==> config.mk <==
export PLATFORM = sky130hd
export DESIGN_NAME = exc_entry_unit
export DESIGN_NICKNAME = d
export VERILOG_FILES = /design/src/rtl/exc_entry_pkg.sv /design/src/rtl/exc_prio_pick.sv /design/src/rtl/exc_state_calc.sv /design/src/rtl/exc_entry_unit.sv
export SDC_FILE = /design/constraint.sdc
export NUM_CORES = 1
export LEC_CHECK = 0
export CELL_PAD_IN_SITES_DETAIL_PLACEMENT = 1
export CELL_PAD_IN_SITES_GLOBAL_PLACEMENT = 1
export CORE_AREA = 3 3 215 217
export DETAILED_ROUTE_END_ITERATION = 8
export DIE_AREA = 0 0 218 220
export GPL_TIMING_DRIVEN = 0
export PLACE_DENSITY = 0.8
export SYNTH_ARGS = -nofsm -noshare
export SYNTH_HDL_FRONTEND = slang
export SYNTH_SLANG_ARGS = --single-unit
==> constraint.sdc <==
create_clock -name clk_i -period 3.4 [get_ports clk_i]
set_input_delay 0.85 -clock clk_i [delete_from_list [all_inputs] [get_ports clk_i]]
set_output_delay 0.85 -clock clk_i [all_outputs]
set_load 0.1 [all_outputs]
==> src/rtl/exc_entry_pkg.sv <==
package exc_entry_pkg;
  localparam int XLEN    = 64;
  localparam int DSW     = 32;
  localparam int NCAUSE  = 10;
  localparam int CW      = $clog2(NCAUSE);

  typedef enum logic [CW-1:0] {
    C_MCHK  = 4'd0, C_ISTOR = 4'd1, C_PROG = 4'd2, C_DSTOR = 4'd3,
    C_ALIGN = 4'd4, C_FPUN  = 4'd5, C_SYSC = 4'd6, C_FPAS  = 4'd7,
    C_EXT   = 4'd8, C_DEC   = 4'd9
  } cause_e;

  // big-endian bit numbers
  localparam int M_SF = 0, M_POW = 45, M_EE = 48, M_PR = 49, M_FP = 50;
  localparam int M_FE0 = 52, M_SE = 53, M_BE = 54, M_FE1 = 55, M_IP = 57;
  localparam int M_IR = 58, M_DR = 59, M_RI = 62;

  function automatic int bx(int n);
    return XLEN - 1 - n;
  endfunction

  function automatic int dx(int n);
    return DSW - 1 - n;
  endfunction

  function automatic logic [XLEN-1:0] msr_clr_mask();
    logic [XLEN-1:0] m;
    m = '0;
    m[bx(M_POW)] = 1'b1; m[bx(M_EE)] = 1'b1; m[bx(M_PR)] = 1'b1;
    m[bx(M_FP)]  = 1'b1; m[bx(M_FE0)] = 1'b1; m[bx(M_SE)] = 1'b1;
    m[bx(M_BE)]  = 1'b1; m[bx(M_FE1)] = 1'b1; m[bx(M_IR)] = 1'b1;
    m[bx(M_DR)]  = 1'b1; m[bx(M_RI)] = 1'b1;
    return m;
  endfunction

  function automatic logic [XLEN-1:0] srr1_keep_mask();
    logic [XLEN-1:0] m;
    for (int n = 0; n < XLEN; n++)
      m[bx(n)] = (n <= 32) || (n >= 37 && n <= 41) || (n >= 48);
    return m;
  endfunction

  function automatic logic [XLEN-1:0] vec_off(cause_e c);
    case (c)
      C_MCHK:  return XLEN'(12'h200);
      C_DSTOR: return XLEN'(12'h300);
      C_ISTOR: return XLEN'(12'h400);
      C_EXT:   return XLEN'(12'h500);
      C_ALIGN: return XLEN'(12'h600);
      C_PROG:  return XLEN'(12'h700);
      C_FPUN:  return XLEN'(12'h800);
      C_DEC:   return XLEN'(12'h900);
      C_SYSC:  return XLEN'(12'hC00);
      C_FPAS:  return XLEN'(12'hE00);
      default: return '0;
    endcase
  endfunction
endpackage

==> src/rtl/exc_prio_pick.sv <==
module exc_prio_pick #(
  parameter int N  = 10,
  parameter int IW = $clog2(N)
) (
  input  logic [N-1:0]  req_i,
  output logic          any_o,
  output logic [IW-1:0] idx_o
);
  always_comb begin
    idx_o = '0;
    for (int k = N - 1; k >= 0; k--)
      if (req_i[k]) idx_o = IW'(k);
  end
  assign any_o = |req_i;
endmodule

==> src/rtl/exc_state_calc.sv <==
module exc_state_calc
  import exc_entry_pkg::*;
#(
  parameter int PFX_BITS  = 44,
  parameter int SYSC_STEP = 4
) (
  input  cause_e          cause_i,
  input  logic [XLEN-1:0] pc_i,
  input  logic [XLEN-1:0] msr_i,
  input  logic            store_i,
  input  logic [2:0]      stor_why_i,
  input  logic [1:0]      prog_why_i,
  output logic [XLEN-1:0] srr0_o,
  output logic [XLEN-1:0] srr1_o,
  output logic [XLEN-1:0] msr_o,
  output logic [XLEN-1:0] next_pc_o,
  output logic [DSW-1:0]  dsisr_o,
  output logic            fault_we_o
);
  localparam logic [XLEN-1:0] CLR  = msr_clr_mask();
  localparam logic [XLEN-1:0] KEEP = srr1_keep_mask();
  localparam logic [XLEN-1:0] HI   = ~((XLEN'(1) << (XLEN - PFX_BITS)) - XLEN'(1));

  logic [XLEN-1:0] base;

  always_comb begin
    msr_o      = (msr_i & ~CLR) | (XLEN'(1) << bx(M_SF));
    srr1_o     = msr_i & KEEP;
    srr0_o     = pc_i;
    dsisr_o    = '0;
    fault_we_o = 1'b0;
    case (cause_i)
      C_ISTOR: begin
        case (stor_why_i)
          3'd0: srr1_o[bx(35)] = 1'b1;
          3'd1: srr1_o[bx(33)] = 1'b1;
          3'd2: srr1_o[bx(36)] = 1'b1;
          3'd3: srr1_o[bx(42)] = 1'b1;
          default: ;
        endcase
      end
      C_PROG: srr1_o[bx(43) - int'(prog_why_i)] = 1'b1;
      C_DSTOR: begin
        fault_we_o = 1'b1;
        case (stor_why_i)
          3'd0: dsisr_o[dx(0)]  = 1'b1;
          3'd1: dsisr_o[dx(1)]  = 1'b1;
          3'd2: dsisr_o[dx(4)]  = 1'b1;
          3'd3: dsisr_o[dx(10)] = 1'b1;
          3'd4: dsisr_o[dx(5)]  = 1'b1;
          3'd5: dsisr_o[dx(11)] = 1'b1;
          default: ;
        endcase
        dsisr_o[dx(6)] = store_i;
      end
      C_ALIGN: fault_we_o = 1'b1;
      C_SYSC:  srr0_o = pc_i + XLEN'(SYSC_STEP);
      default: ;
    endcase
    base      = msr_o[bx(M_IP)] ? HI : '0;
    next_pc_o = base + vec_off(cause_i);
  end
endmodule

==> src/rtl/exc_entry_unit.sv <==
module exc_entry_unit
  import exc_entry_pkg::*;
#(
  parameter int PFX_BITS  = 44,
  parameter int SYSC_STEP = 4
) (
  input  logic              clk_i,
  input  logic              rst_ni,
  input  logic [NCAUSE-1:0] req_i,
  input  logic [XLEN-1:0]   pc_i,
  input  logic [XLEN-1:0]   msr_i,
  input  logic [XLEN-1:0]   ea_i,
  input  logic              store_i,
  input  logic [2:0]        stor_why_i,
  input  logic [1:0]        prog_why_i,
  output logic              take_o,
  output logic [XLEN-1:0]   srr0_o,
  output logic [XLEN-1:0]   srr1_o,
  output logic [XLEN-1:0]   msr_o,
  output logic [DSW-1:0]    dsisr_o,
  output logic [XLEN-1:0]   dar_o,
  output logic [XLEN-1:0]   next_pc_o,
  output logic              dbl_fault_o
);
  logic [NCAUSE-1:0] elig;
  logic              hit;
  logic [CW-1:0]     idx;
  cause_e            cause;
  logic [XLEN-1:0]   srr0_d, srr1_d, msr_d, npc_d;
  logic [DSW-1:0]    dsisr_d;
  logic              fwe;

  // asynchronous causes wait for interrupt enable
  always_comb begin
    elig = req_i;
    elig[C_EXT] = req_i[C_EXT] & msr_i[bx(M_EE)];
    elig[C_DEC] = req_i[C_DEC] & msr_i[bx(M_EE)];
  end

  exc_prio_pick #(.N(NCAUSE), .IW(CW)) u_pick (
    .req_i(elig), .any_o(hit), .idx_o(idx)
  );

  assign cause = cause_e'(idx);

  exc_state_calc #(.PFX_BITS(PFX_BITS), .SYSC_STEP(SYSC_STEP)) u_calc (
    .cause_i(cause), .pc_i(pc_i), .msr_i(msr_i), .store_i(store_i),
    .stor_why_i(stor_why_i), .prog_why_i(prog_why_i),
    .srr0_o(srr0_d), .srr1_o(srr1_d), .msr_o(msr_d), .next_pc_o(npc_d),
    .dsisr_o(dsisr_d), .fault_we_o(fwe)
  );

  always_ff @(posedge clk_i or negedge rst_ni) begin
    if (!rst_ni) begin
      take_o <= 1'b0; dbl_fault_o <= 1'b0;
      srr0_o <= '0; srr1_o <= '0; msr_o <= '0; next_pc_o <= '0;
      dsisr_o <= '0; dar_o <= '0;
    end else begin
      take_o      <= hit;
      dbl_fault_o <= hit & ~msr_i[bx(M_RI)];
      if (hit) begin
        srr0_o    <= srr0_d;
        srr1_o    <= srr1_d;
        msr_o     <= msr_d;
        next_pc_o <= npc_d;
        if (fwe) begin
          dsisr_o <= dsisr_d;
          dar_o   <= ea_i;
        end
      end
    end
  end
endmodule

# [Word level (Yosys, flattened, before mapping)]
# Memories as Yosys holds them, arrays and structs flattened.
# Index checks and enable logic that the tools add are counted.
[op_classes] shifts=0 div=0 mux=31 magnitude_cmp=2 n_addsub=3 n_eq_ne=10 n_reduce_logical=5 mul=0 n_bitwise=5
[ops] cell="$mux W64" count=2
[ops] cell="$add A64 B3 Y64 const B" count=1
[ops] cell="$add A64 B64 Y64" count=1
[ops] cell="$or A64 B64 Y64" count=1
[ops] cell="$mux W4" count=10
[ops] cell="$mux W33" count=1
[ops] cell="$ge A32 B1 Y1 const B" count=1
[ops] cell="$lt A32 B8 Y1 const B" count=1
[ops] cell="$mux W21" count=1
[ops] cell="$reduce_or A10 Y1" count=1
[ops] cell="$mux W1" count=9
[ops] cell="$eq A4 B2 Y1 const B" count=2
[ops] cell="$eq A4 B3 Y1 const B" count=2
[ops] cell="$demux W1 S6" count=1
[ops] cell="$eq A3 B2 Y1 const B" count=2
[ops] cell="$eq A3 B3 Y1 const B" count=2
[ops] cell="$sub A5 B2 Y6 const A" count=1
[ops] cell="$mux W5" count=1
[ops] cell="$eq A4 B1 Y1 const B" count=1
[ops] cell="$mux W2" count=2
[ops] cell="$pmux W1 S2" count=2
[ops] cell="$pmux W2 S2" count=1
[ops] cell="$and A1 B1 Y1" count=3
[ops] cell="$eq A3 B1 Y1 const B" count=1
[ops] cell="6 further kinds" count=6
[word_totals] inputBits=210 elab_cells=65 regBits=318 latch_bits=0 ramBits=0 mem_count=1 romBits=64
[memory_table] name="(name not given)" depth=16 word_bits=4 rd=1 rd_clocked_by_memory_dff=0 wr=0 line_no="exc_entry_pkg.sv:44" source="case (c)"

# [Longest topological paths before layout]
# Gate-level depths: netlist of the first run.
[logic_depth] depth_word=15 mapped_depth=12 ltp_nobuf=11

# [Cells and area by module]
# From an unflattened synthesis of the first run, not the netlist that was laid out.
[hier_totals] hier_cells=1247 area_unflattened_um2=16762.3
[by_module_without_submodules] mod="exc_entry_unit" n_inst=1 cells_each=749 area_each_um2=13250.2 seq_area_each_um2=8858.5
[by_module_without_submodules] mod="exc_state_calc" n_inst=1 cells_each=480 area_each_um2=3410.8 seq_area_each_um2=0.0
[by_module_without_submodules] mod="exc_prio_pick" n_inst=1 cells_each=18 area_each_um2=101.3 seq_area_each_um2=0.0

# [Least setup slack after synthesis of the first run]
# OpenSTA, ideal clock, no wires.
[synth_path] path_kind="input port to flip-flop" startpoint="in req_i[8]" endpoint="reg srr0_o[54]" stages=12 arrival_time_ns=3.501 path_buffers=1 setup_slack_ns=-0.183 cell_sequence="inv_1 -> a31oi_1 -> o21bai_1 -> a21oi_1 -> o31a_1 -> ha_1 -> nand4_1 -> or4_4 -> or4_1 -> clkbuf_2 -> or4_1 -> a31oi_1"
[synth_via] elab_chain_len=12 elab_cells_between_ends=13 classes_between="eq/ne (1); mux (10); bitwise (1); reduce/logical (1)"
[synth_rtl] item="from (decl)" line_no="exc_entry_unit.sv:9" source="input logic [NCAUSE-1:0] req_i,"
[synth_rtl] item="$and A1 B1 Y1 (*)" line_no="exc_entry_unit.sv:36" source="elig[C_EXT] = req_i[C_EXT] & msr_i[bx(M_EE)];"
[synth_rtl] item="$mux W4 (9 in a row)" line_no="exc_prio_pick.sv:12" source="if (req_i[k]) idx_o = IW'(k);"
[synth_rtl] item="$eq A4 B3 Y1" line_no="exc_state_calc.sv:32" source="case (cause_i)"
[synth_rtl] item="$mux W64" line_no="exc_state_calc.sv:32"
[synth_rtl] item="to (signal assigned)" line_no="exc_entry_unit.sv:62" source="srr0_o <= srr0_d;"
[synth_rtl] item="to (decl)" line_no="exc_entry_unit.sv:17" source="output logic [XLEN-1:0] srr0_o,"
# Every way passes the cells marked *; elsewhere a longest branch is shown, timed or not.
# A chain may end at the register's enable or synchronous reset.

==> results.txt, run 1 <==
- Routability congestion estimate: 0.866
- Entering global routing, the biggest net connects 114 pins.
* CTS tree: yes
* Register bit total from synthesis: 216
- In this run the deepest clock path goes through 3 buffers.
* Leftover overflow at the end of global routing: 0
* Via density: 4.64
* CTS H-Tree Depth: 1
- STA classifies the critical path endpoint as an output pin.
- Once layout is done, the placed cells without fillers occupy 0.0179 mm².
* Horizontal extent of the die: 218 µm
* Routed WL: 51.7 mm
- Post-layout net count: 1968
* Cell leakage power: 7.68 nW
* Final hold violations: 0
* Area enclosed by the die boundary: 0.0480 mm²
- Max Clk Rate: 305 MHz
* Total power per unit cell area: 614 mW/mm²
- Height of the die: 220 µm
* Multi-input logic area: 0.00450 mm²
* Maximum clock skew at final layout: 0 ns
* Transition time at the pin with the least slew margin: 1.21 ns
- Startpoint-to-endpoint class of the critical path: reg2out
- First-pass GRT wire length: 74.0 mm
* Top Ports: 564
- Commonest register cell after synthesis: dfrtp_1
- The worst-case IR drop observed on VDD is 0.331 mV.
- Of all flip-flops after synthesis, the portion carrying an async set or reset was 1.00.
- Max cap viols: 0
- The detailed router finished its first iteration with 582 violations.
* Core area: 0.0443 mm²
* Required time of the critical path: 2.55 ns
- Outcome: finished, final reports clean
* Number of port buffers: 504
- Total CTS buffers: 27
* Post-route clock period utilization: 0.963
* Setup repair after global routing missed its margin: false
- In this run the worst hold path is classified as in2async.
- The detail route stage leaves a number of antenna-violating nets equal to 0.
- Ratio of cells with drive above 1 in the final layout: 0.199
- Initial antenna violation count: 6
* Worst-path maximum fanout: 47
* Fraction of power spent switching nets: 0.464
- The initial utilization of the core area, before any placement, comes to 0.246.
- Final Max Slew Viols: 0
* Period minus WS final: 3.28 ns
* Synthesis warning total: 0
* Post-synth top area share: 0.496
- Clock network fraction of total power: 0.280
* Routed wire length per instance: 21.9 µm
* Area growth from synthesis to layout: 64.5%
- Of the total power, combinational logic draws 0.438.
- Number of global-route vias before repair: 11600
- Cell area after technology mapping: 0.0109 mm²
- The tree built by TritonCTS fans out to 216 sinks.
- After synthesis, the cell types taking the most area are dfrtp_1 (50%), buf_4 (9.5%), nand2_1 (9.4%).
- Detailed placement finished with a half-perimeter wire length of 40.3 mm.
* Final setup violation count: 0
* Number of fill cells in the layout: 5110
* Area taken by flip-flops and latches: 0.00541 mm²
- Placement row count: 77
- The share of total power dissipated in sequential elements is 0.282.
* Post-synth cell types: 47
- Clock slew seen by the registers of the worst setup and hold paths: 0.06 ns
- Number of optimization iterations in the first detailed-route pass: 4
- Number of enable-type register cells in the synthesized netlist: 0
* DRC errors left: 0
* Total global routing track utilization: 0.202
* Cell count after synthesis: 1142
- Clock latency on the worst-skew pair, taken at its later pin, is 0.54 ns.
- Switching power: 5.11 mW
- Root buffer selected by CTS: clkbuf_16
- Post-Place Cell Area: 0.0169 mm²
- CP startpoint kind: flip-flop
- The internal power of the cells totals 5.89 mW.
- In this run, post-CTS hold repair placed 0 buffers.
* Post-synth top area cell: dfrtp_1
- For this block, the via count after detailed routing is 11000.
- The share of the Yosys chip area taken by registers is 0.496.
- Worst EP arrival: 2.43 ns
- Setup_tns: 0 ns
- Average cell area after synthesis: 9.54 µm²
* Max transition margin: 0.186
[registers in the layout, indices dropped and copies added (netlist names)]
name,count
dar_o,64
dbl_fault_o,1
dsisr_o,7
msr_o,53
next_pc_o,4
srr0_o,64
srr1_o,22
take_o,1
[cells in the mapped netlist, types with 2 or more instances]
| cell | n |
|---|---|
| xnor2_1 | 12 |
| a211oi_1 | 2 |
| nor2b_1 | 2 |
| nand2b_1 | 2 |
| nor4_1 | 20 |
| a22o_1 | 5 |
| mux2_2 | 65 |
| a21oi_1 | 9 |
| ha_1 | 10 |
| nor2_1 | 44 |
| clkbuf_1 | 45 |
| o31ai_1 | 9 |
| a32o_1 | 6 |
| inv_1 | 13 |
| nor3_1 | 10 |
| or4_1 | 14 |
| xor2_1 | 22 |
| a31oi_1 | 29 |
| mux2i_1 | 3 |
| nand4b_1 | 2 |
| and4_1 | 6 |
| o21ai_0 | 59 |
| buf_4 | 138 |
| nand4_1 | 45 |
| and2_1 | 3 |
| nand2_1 | 272 |
| a211o_1 | 2 |
| and3_1 | 10 |
| buf_1 | 2 |
| a21o_1 | 2 |
| or3_1 | 19 |
| nand3_1 | 30 |
| dfrtp_1 | 216 |
[layer usage]
| layer | GRT usage | wire length, µm | vias to the layer above |
|---|---|---|---|
| met5 | 0 | 47 | - |
| met3 | 0.0520 | 3700 | 92 |
| met2 | 0.358 | 26100 | 392 |
| li1 | - | - | 4966 |
| met1 | 0.236 | 20100 | 5492 |
| met4 | 0.0698 | 1750 | 8 |
[cells by family (layout without fill, tap and decap cells)]
group           count (synthesis)  after routing  share of synthesized area
simple gates                  485            485                      0.206
flops                         216            216                      0.496
buf+inv                       200            774                      0.117
compound gates                128            128                     0.0716
mux                            68             68                     0.0700
xor+xnor                       34             34                     0.0273
fa+ha+maj                      10             10                     0.0115
other cells                     1             55                   0.000344
[power by group through the flow]
stage	Sequential (mW)	Combinational [mW]	Clock, mW
after floorplan	5.45	1.15	0
after global placement	3.12	4.79	0
after detailed placement	3.14	4.85	0
after CTS	3.10	4.85	3.15
after global routing	3.13	4.94	3.25
final	3.10	4.82	3.08
[worst paths after layout]
check / startpoint / cells after the start / end / slack [ns]
setup / recovery: msr_o[6]$_DFFE_PN0P_ / 2 / next_pc_o[58] / 0.12
setup reg to reg: msr_o[6]$_DFFE_PN0P_ / 2 / msr_o[6]$_DFFE_PN0P_ / 2.25
max in group asynchronous: rst_ni / 3 / dar_o[36]$_DFFE_PN0P_ / 2.04
hold reg to reg: msr_o[63]$_DFFE_PN0P_ / 1 / msr_o[63]$_DFFE_PN0P_ / 0.47
min in group clk_i: msr_o[63]$_DFFE_PN0P_ / 1 / msr_o[63]$_DFFE_PN0P_ / 0.47
hold / removal: rst_ni / 2 / msr_o[60]$_DFFE_PN0P_ / 0.30
[cells in the final DEF, fill, tap and decap left out, types with 15 or more instances in the layout]
master / netlist / final
nand2_1: 272 / 272
or3_1: 19 / 19
nor4_1: 20 / 15
o21ai_0: 59 / 58
clkbuf_16: 0 / 27
a31oi_1: 29 / 28
nor2_1: 44 / 43
xor2_1: 22 / 22
buf_4: 138 / 158
clkbuf_2: 1 / 53
nand3_1: 30 / 30
dfrtp_1: 216 / 215
nand4_1: 45 / 45
clkbuf_1: 45 / 35
mux2_2: 65 / 65
clkdlybuf4s50_1: 0 / 446
conb_1: 1 / 53
[critical path, cell delays in order (launching register included)]
cell             delay (ns)
dfrtp_2                0.84
buf_4                  0.22
clkdlybuf4s15_1        0.82
[final cells by class]
class	count	area share
repair buffers	526	0.280
multi-input cells	778	0.251
clock inverters	13	0.00894
inverters	13	0.00272
clock buffers	36	0.0441
diodes	2	0.000279
well taps	592	0.0413
plain buffers	186	0.0690
flip-flops and latches	216	0.302
[what timing repair did]
item	in CTS	in global routing
pin swaps	19	10
setup endpoints to repair	257	80
resized for setup	85	99
buffers inserted	19	0
[per-stage QoR]
| stage | total power [mW] | instances | setup WS [ns] | hold WS (ns) | util |
|---|---|---|---|---|---|
| 2_1_floorplan | 6.61 | 1194 | -0.160 | 0.554 | - |
| 3_3_place_gp | 7.91 | 2290 | -8.38 | 0.451 | 0.381 |
| 3_5_place_dp | 7.99 | 2293 | -1.87 | 0.455 | 0.382 |
| 4_1_cts | 11.1 | 2360 | -0.0299 | 0.359 | 0.407 |
| 5_1_grt | 11.3 | 2362 | 0.00112 | 0.347 | 0.404 |
| 6_report | 11.0 | 2362 | 0.124 | 0.301 | 0.404 |
Power figures use the tool's default switching activity.
==> inputs of run 2 (changes only) <==
--- a/config.mk
+++ b/config.mk
@@ -12,6 +12,7 @@
 export DIE_AREA = 0 0 218 220
 export GPL_TIMING_DRIVEN = 0
 export PLACE_DENSITY = 0.8
+export SKIP_LAST_GASP = 1
 export SYNTH_ARGS = -nofsm -noshare
 export SYNTH_HDL_FRONTEND = slang
 export SYNTH_SLANG_ARGS = --single-unit
==> run 2 against run 1 <==
  * Sequential power about the same
  * Setup slack worse by 0.010 ns
  * Clock power about the same
  * Design area about the same
  * Via count up 0.67%
  * Non-clock buffer count up 2
  * Highest routed layer unchanged
  * Fmax down 0.32%
  * Hold slack worse by 0.0014 ns
==> results.txt, run 2 (same netlist as run 1, synthesis figures left out) <==
* Total power per unit cell area: 614 mW/mm²
* DRC errors left: 0
- Worst hold path type: in2async
- Total global routing track utilization: 0.202
* Transition time at the pin with the least slew margin: 1.19 ns
- The first detailed-routing pass ran for 4 iterations.
* Ratio of cells with drive above 1 in the final layout: 0.203
- The final layout contains routed wiring with a total length of 51.7 mm.
- For the final database, setup skew stands at 0 ns.
* Clock network fraction of total power: 0.281
- Once detail routing completed, the nets flagged for antenna violations numbered 0.
* Fraction of power spent switching nets: 0.465
- The placed instances occupy a cell area of 0.0169 mm².
- CTS H-Tree Depth: 1
- The setup check on the worst reg-to-reg path leaves a slack of 2.24 ns.
* Worst skew pair latency: 0.55 ns
- Number of port buffers: 504
* Initial antenna violation count: 6
* Cell leakage power: 7.69 nW
* Root buffer selected by CTS: clkbuf_16
- Final setup violation count: 0
- Clock-pin slew was measured on the worst setup and hold paths at 0.06 ns.
- Horizontal extent of the die: 218 µm
- CTS tree: yes
- Post-layout net count: 1970
- Worst IR drop on VDD: 0.330 mV
* Origin of the critical flop-to-flop path: msr_o[6]$_DFFE_PN0P_
- With fillers left out, the area of the finished cells amounts to 0.0179 mm².
- Of the total power, registers draw 0.282.
* Routability congestion estimate: 0.866
- The HPWL after detailed placement is 40.3 mm.
- The floorplan has 77 rows.
- The final hold violation count is 0.
- Max transition margin: 0.201
- The library cell used most frequently in the layout, excluding fill and tap cells, is clkdlybuf4s50_1.
- Static timing analysis puts the maximum clock frequency at 304 MHz.
* Pin count of the biggest net entering global routing: 114
- In the final timing run, aggregate negative setup slack is 0 ns.
- Height of the die: 220 µm
* Leftover overflow at the end of global routing: 0
- The share of total power dissipated in combinational logic is 0.438.
- Highest-count cells in the layout ignoring fill and taps: clkdlybuf4s50_1 (446), nand2_1 (272), dfrtp_1 (215)
- The worst setup path is launched from an input port.
* Initial Utilization: 0.246
* Worst Setup End Kind: flip-flop
- Via density: 4.66
- Max cap viols: 0
- After detailed routing, the average wire length per cell comes to 21.9 µm.
- Initial detailed-routing violation count: 522
- Top Ports: 564
- Startpoint-to-endpoint class of the critical path: in2reg
- Post-route clock period utilization: 0.966
- Worst setup startpoint: req_i[8]
- The first global-routing pass estimated 73.9 mm of wire.
- The tree built by TritonCTS fans out to 216 sinks.
- Area enclosed by the die boundary: 0.0480 mm²
- Final Max Slew Viols: 0
- The flow ran to the end, and the final reports show no timing, DRC or antenna violations.
- Period minus WS final: 3.29 ns
- Switching power: 5.12 mW
- The clock passes through at most 3 buffers.
- Required time of the critical path: 3.87 ns
- Worst-path maximum fanout: 5
- Core area: 0.0443 mm²
- Area growth from synthesis to layout: 64.6%
* Worst EP arrival: 3.76 ns
- Internal power comes to 5.89 mW.
* Total CTS buffers: 27
- The largest registers in the layout are dar_o (64), srr0_o (64), msr_o (53).
- The number of global-route vias before repair came to 11600.
- Number of vias in the routed layout: 11000
* Number of fill cells in the layout: 5107
run 2: critical path, cell delays in order:
cell,delay (ns)
buf_2,0.13
inv_1,0.06
a31oi_2,0.19
o21bai_2,0.09
a21oi_2,0.14
o31a_1,0.23
ha_4,0.17
nand4_1,0.12
or4_4,0.61
or4_4,0.50
or4_1,0.48
a31oi_1,0.19
run 2: worst paths after layout:
check	to	cells past startpoint
max reg2reg	msr_o[6]$_DFFE_PN0P_	2
min	msr_o[60]$_DFFE_PN0P_	2
max in group asynchronous	dar_o[24]$_DFFE_PN0P_	3
min in group clk_i	msr_o[63]$_DFFE_PN0P_	1
max	srr0_o[62]$_DFFE_PN0P_	12
min reg2reg	msr_o[63]$_DFFE_PN0P_	1
run 2: what timing repair did:
| item | CTS | global route |
|---|---|---|
| resized for setup | 84 | 110 |
| setup endpoints to repair | 257 | 80 |
| buffers inserted | 19 | 1 |
| pin swaps | 19 | 10 |
| hold buffers | 0 | 0 |
run 2: cell type report:
type,instances,area [µm²],area share
Multi-Input combinational cell,778,4520,0.252
Clock inverter,13,160,0.00893
Sequential cell,216,5410,0.302
Tap cell,592,741,0.0413
Antenna cell,2,5.00,0.000279
Timing Repair Buffer,528,5020,0.280
Clock buffer,36,790,0.0440
Inverter,13,48.8,0.00272
Buffer,186,1230,0.0688
run 2: per-stage QoR:
stage | util | cells | hold WS [ns] | power (mW) | setup WS [ns]
detailed placement | 0.382 | 2293 | 0.455 | 7.99 | -1.87
finish | 0.405 | 2364 | 0.300 | 11.0 | 0.114
global placement | 0.381 | 2290 | 0.451 | 7.91 | -8.38
floorplan | - | 1194 | 0.554 | 6.61 | -0.160
global route | 0.405 | 2364 | 0.347 | 11.3 | -0.0111
CTS | 0.407 | 2360 | 0.359 | 11.1 | -0.0641
run 2: power groups by stage:
stage | Clock [mW] | Combinational, mW | Sequential (mW)
after floorplan | 0 | 1.15 | 5.45
after global placement | 0 | 4.79 | 3.12
after detailed placement | 0 | 4.85 | 3.14
after CTS | 3.15 | 4.85 | 3.10
after global routing | 3.25 | 4.94 | 3.13
final | 3.09 | 4.82 | 3.10
run 2: per-layer routing:
| layer | up-vias | global-route usage | wire length (µm) |
|---|---|---|---|
| met5 | - | 0 | 47 |
| met4 | 8 | 0.0726 | 1870 |
| met3 | 104 | 0.0539 | 3950 |
| met2 | 425 | 0.357 | 26000 |
| met1 | 5509 | 0.235 | 19800 |
| li1 | 4977 | - | - |
==> inputs of run 3 (changes only) <==
--- a/config.mk
+++ b/config.mk
@@ -11,8 +11,10 @@
 export DETAILED_ROUTE_END_ITERATION = 8
 export DIE_AREA = 0 0 218 220
 export GPL_TIMING_DRIVEN = 0
-export PLACE_DENSITY = 0.8
+export PLACE_DENSITY = 0.93
 export SKIP_LAST_GASP = 1
+export SLEW_MARGIN = 20
 export SYNTH_ARGS = -nofsm -noshare
 export SYNTH_HDL_FRONTEND = slang
+export SYNTH_HIERARCHICAL = 1
 export SYNTH_SLANG_ARGS = --single-unit
==> run 3 against run 2 <==
  * The flow now finishes with violations (negative setup slack)
  * Wire length up 25%
  * Register-to-register slack improved by 0.27 ns
  * Setup slack got worse by 0.22 ns
  * Die area unchanged
==> results.txt, run 3 <==
- In the routed design, unresolved DRC markers number 0.
- The worst setup path is of the in2reg kind.
- First-pass GRT wire length: 91.6 mm
- A synthesized cell averages 13.4 µm².
- Setup_tns: -0.290 ns
* Outcome: finished, violations left
- Measured along the y axis, the die boundary spans 220 µm.
- Entering global routing, the biggest net connects 95 pins.
* CTS tree: yes
- In the post-synthesis netlist, the biggest area contributors are dfrtp_1 (53%), mux2_2 (21%), buf_4 (9.3%).
- Area enclosed by the die boundary: 0.0480 mm²
- The number of global-route vias before repair came to 14300.
- Post-Place Cell Area: 0.0228 mm²
- For this run, the post-layout net count is 2084.
* Initial antenna violation count: 8
* Horizontal extent of the die: 218 µm
* Setup repair after global routing missed its margin: true
* Cells along the critical path: clkdlybuf4s50_1, and2_1, nand2b_4, a221o_1, a221oi_4, inv_2, ha_4, and4b_1, nand4_4, nor3_2, nand4_1, xnor2_1, mux2_2
* Total CTS buffers: 41
* Post-synth top area share: 0.528
* Initial detailed-routing violation count: 628
* Number of vias in the routed layout: 12400
- Worst Setup End Kind: flip-flop
- Final Instance Area: 0.0244 mm²
- Across the VDD grid, the largest voltage drop is 0.830 mV.
- Number of buffer and inverter instances along the worst setup path: 2
- STA classifies the critical path startpoint as an input port.
- The most common cell in the synthesized netlist is dfrtp_1.
- The root buffer cell chosen for the clock tree is clkbuf_16.
- Post-layout util: 0.551
- Async set-or-reset flop fraction in the synthesized netlist: 1.00
* Number of optimization iterations in the first detailed-route pass: 5
- Core area: 0.0443 mm²
- Of the synthesized area, sequential elements account for 0.528.
- For the pin with the worst max-slew slack, the measured transition is 1.20 ns.
- In this run the remaining antenna-violating nets after routing total 0.
- Final hold violations: 0
- Period minus WS final: 3.50 ns
- The slowest stage of the critical path belongs to the cell nor3_2.
- Maximum clock insertion buffer count: 3
- After clock tree synthesis, the flow added hold-fix buffers numbering 0.
* Highest-count cells in the layout ignoring fill and taps: clkdlybuf4s50_1 (495), dfrtp_1 (354), mux2_2 (312)
- The area growth from synthesis to layout is 45.7%.
- The count of pins over their slew limit came to 0.
- In this run the static leakage power is 10.8 nW.
* Cell count after synthesis: 1247
* Most common cell after layout, fill and taps aside: clkdlybuf4s50_1
- For this design the ratio of total power to cell area is 629 mW/mm².
- After detailed placement, the design holds a cell count of 2395.
- Number of port buffers: 501
- Setup violations remaining at the end of the flow were counted as 6.
- The path class of the tightest hold or removal check is in2async.
- Post-synth cell types: 47
* CTS H-Tree Depth: 2
* Total global routing track utilization: 0.255
- Cell area after technology mapping: 0.0168 mm²
- Slowest stage delay, CP: 0.55 ns
- Max cap viols: 0
* Category of cells accounting for the largest share of critical-path delay: simple AND/OR/NAND/NOR gates
- Worst-path maximum fanout: 6
- Leaving out filler cells and counting taps, the final layout contains 2488.
* Most instantiated cells after synthesis: dfrtp_1 (354), mux2_2 (313), buf_4 (207), mux2_4 (40), xnor2_1 (39)
- Clock skew on the completed layout was measured at 0 ns.
* Max Clk Rate: 286 MHz
* Leftover overflow at the end of global routing: 0
- Data on the critical path is required at its endpoint by 3.82 ns.
* Worst skew pair latency: 0.55 ns
* Synthesis warning total: 6
- The synthesized design contains 354 register bits.
* Routed WL: 64.8 mm
* Placement row count: 77
* Top Ports: 564
- Max transition margin: 0.198
- After layout, the worst setup slack is -0.102 ns.
- Routability congestion estimate: 0.848
- Detailed placement ended at an HPWL of 45.6 mm.
- The checks that failed: negative setup slack.
* Ratio of cells with drive above 1 in the final layout: 0.377
- Yosys mapped a number of flops with a built-in enable equal to 0.
- Commonest register cell after synthesis: dfrtp_1
- Final total power: 15.4 mW
* Routed wire length per instance: 26.1 µm
* Number of sinks driven by the clock tree: 354
- Dividing the final minimum period by the clock period gives 1.03.
- Counting cells, the worst reg-to-reg path comes to 1.
- Path length in cells of the critical path: 13
- After clock tree synthesis, the clock-pin slew on the worst setup and hold paths is 0.06 ns.
* Post-synth top area cell: dfrtp_1
- The initial utilization of the core area, before any placement, comes to 0.378.
* Worst EP arrival: 3.92 ns
- Via density: 4.97
-- run 3: cell families after synthesis --
kind of cell,synth area share
adder cells (fa/ha/maj),0.00746
AO/OA/AOI/OAI,0.00478
flip-flops,0.528
buffers and inverters,0.113
XOR/XNOR,0.0324
other,0.000448
AND/OR/NAND/NOR,0.0672
multiplexers,0.247
-- run 3: routing by layer --
| layer | wire length (µm) | GRT usage | vias to the layer above | part of all wire |
|---|---|---|---|---|
| met3 | 5780 | 0.0931 | 194 | 0.089 |
| met1 | 21000 | 0.244 | 6324 | 0.32 |
| met5 | 39 | 0 | - | 0.00060 |
| met2 | 34200 | 0.476 | 570 | 0.53 |
| li1 | - | - | 5278 | - |
| met4 | 3850 | 0.130 | 6 | 0.059 |
-- run 3: where the power goes --
group	internal (mW)	switching, mW
registers	4.69	0.331
clock network	2.56	1.83
logic	1.56	4.40
-- run 3: final timing paths --
kind / start / to / slack, ns
worst max-delay path: req_i[9] / srr0_o[36]$_DFFE_PN0P_ / -0.10
worst min-delay path: rst_ni / msr_o[54]$_DFFE_PN0P_ / 0.35
max in group asynchronous: rst_ni / dar_o[46]$_DFFE_PN0P_ / 1.65
worst min register to register: srr1_o[61]$_DFFE_PN0P_ / srr1_o[61]$_DFFE_PN0P_ / 0.50
worst max register to register: srr0_o[36]$_DFFE_PN0P_ / srr0_o[36]$_DFFE_PN0P_ / 2.51
min in group clk_i: srr1_o[61]$_DFFE_PN0P_ / srr1_o[61]$_DFFE_PN0P_ / 0.50
-- run 3: per-stage QoR --
step	setup slack, ns	hold WS, ns
finish	-0.102	0.347
detailed placement	-1.09	0.494
global route	-0.147	0.371
global placement	-14.05	0.486
floorplan	0.0891	0.554
CTS	-0.0140	0.335
-- run 3: area by class of cell --
class,count,area (µm²)
tap,592,741
clock inverter,7,76.3
multi-input combinational,680,6330
fill,4371,19900
inverter,15,56.3
sequential,354,8860
clock buffer,64,1230
buffer,249,1860
antenna,4,10.0
timing repair buffer,523,5260
-- run 3: repair_timing --
action / in CTS / in global routing
buffers inserted: 7 / 11
pin swaps: 6 / 11
gates resized for setup: 20 / 25
setup endpoints to repair: 116 / 124
gates cloned: 0 / 1
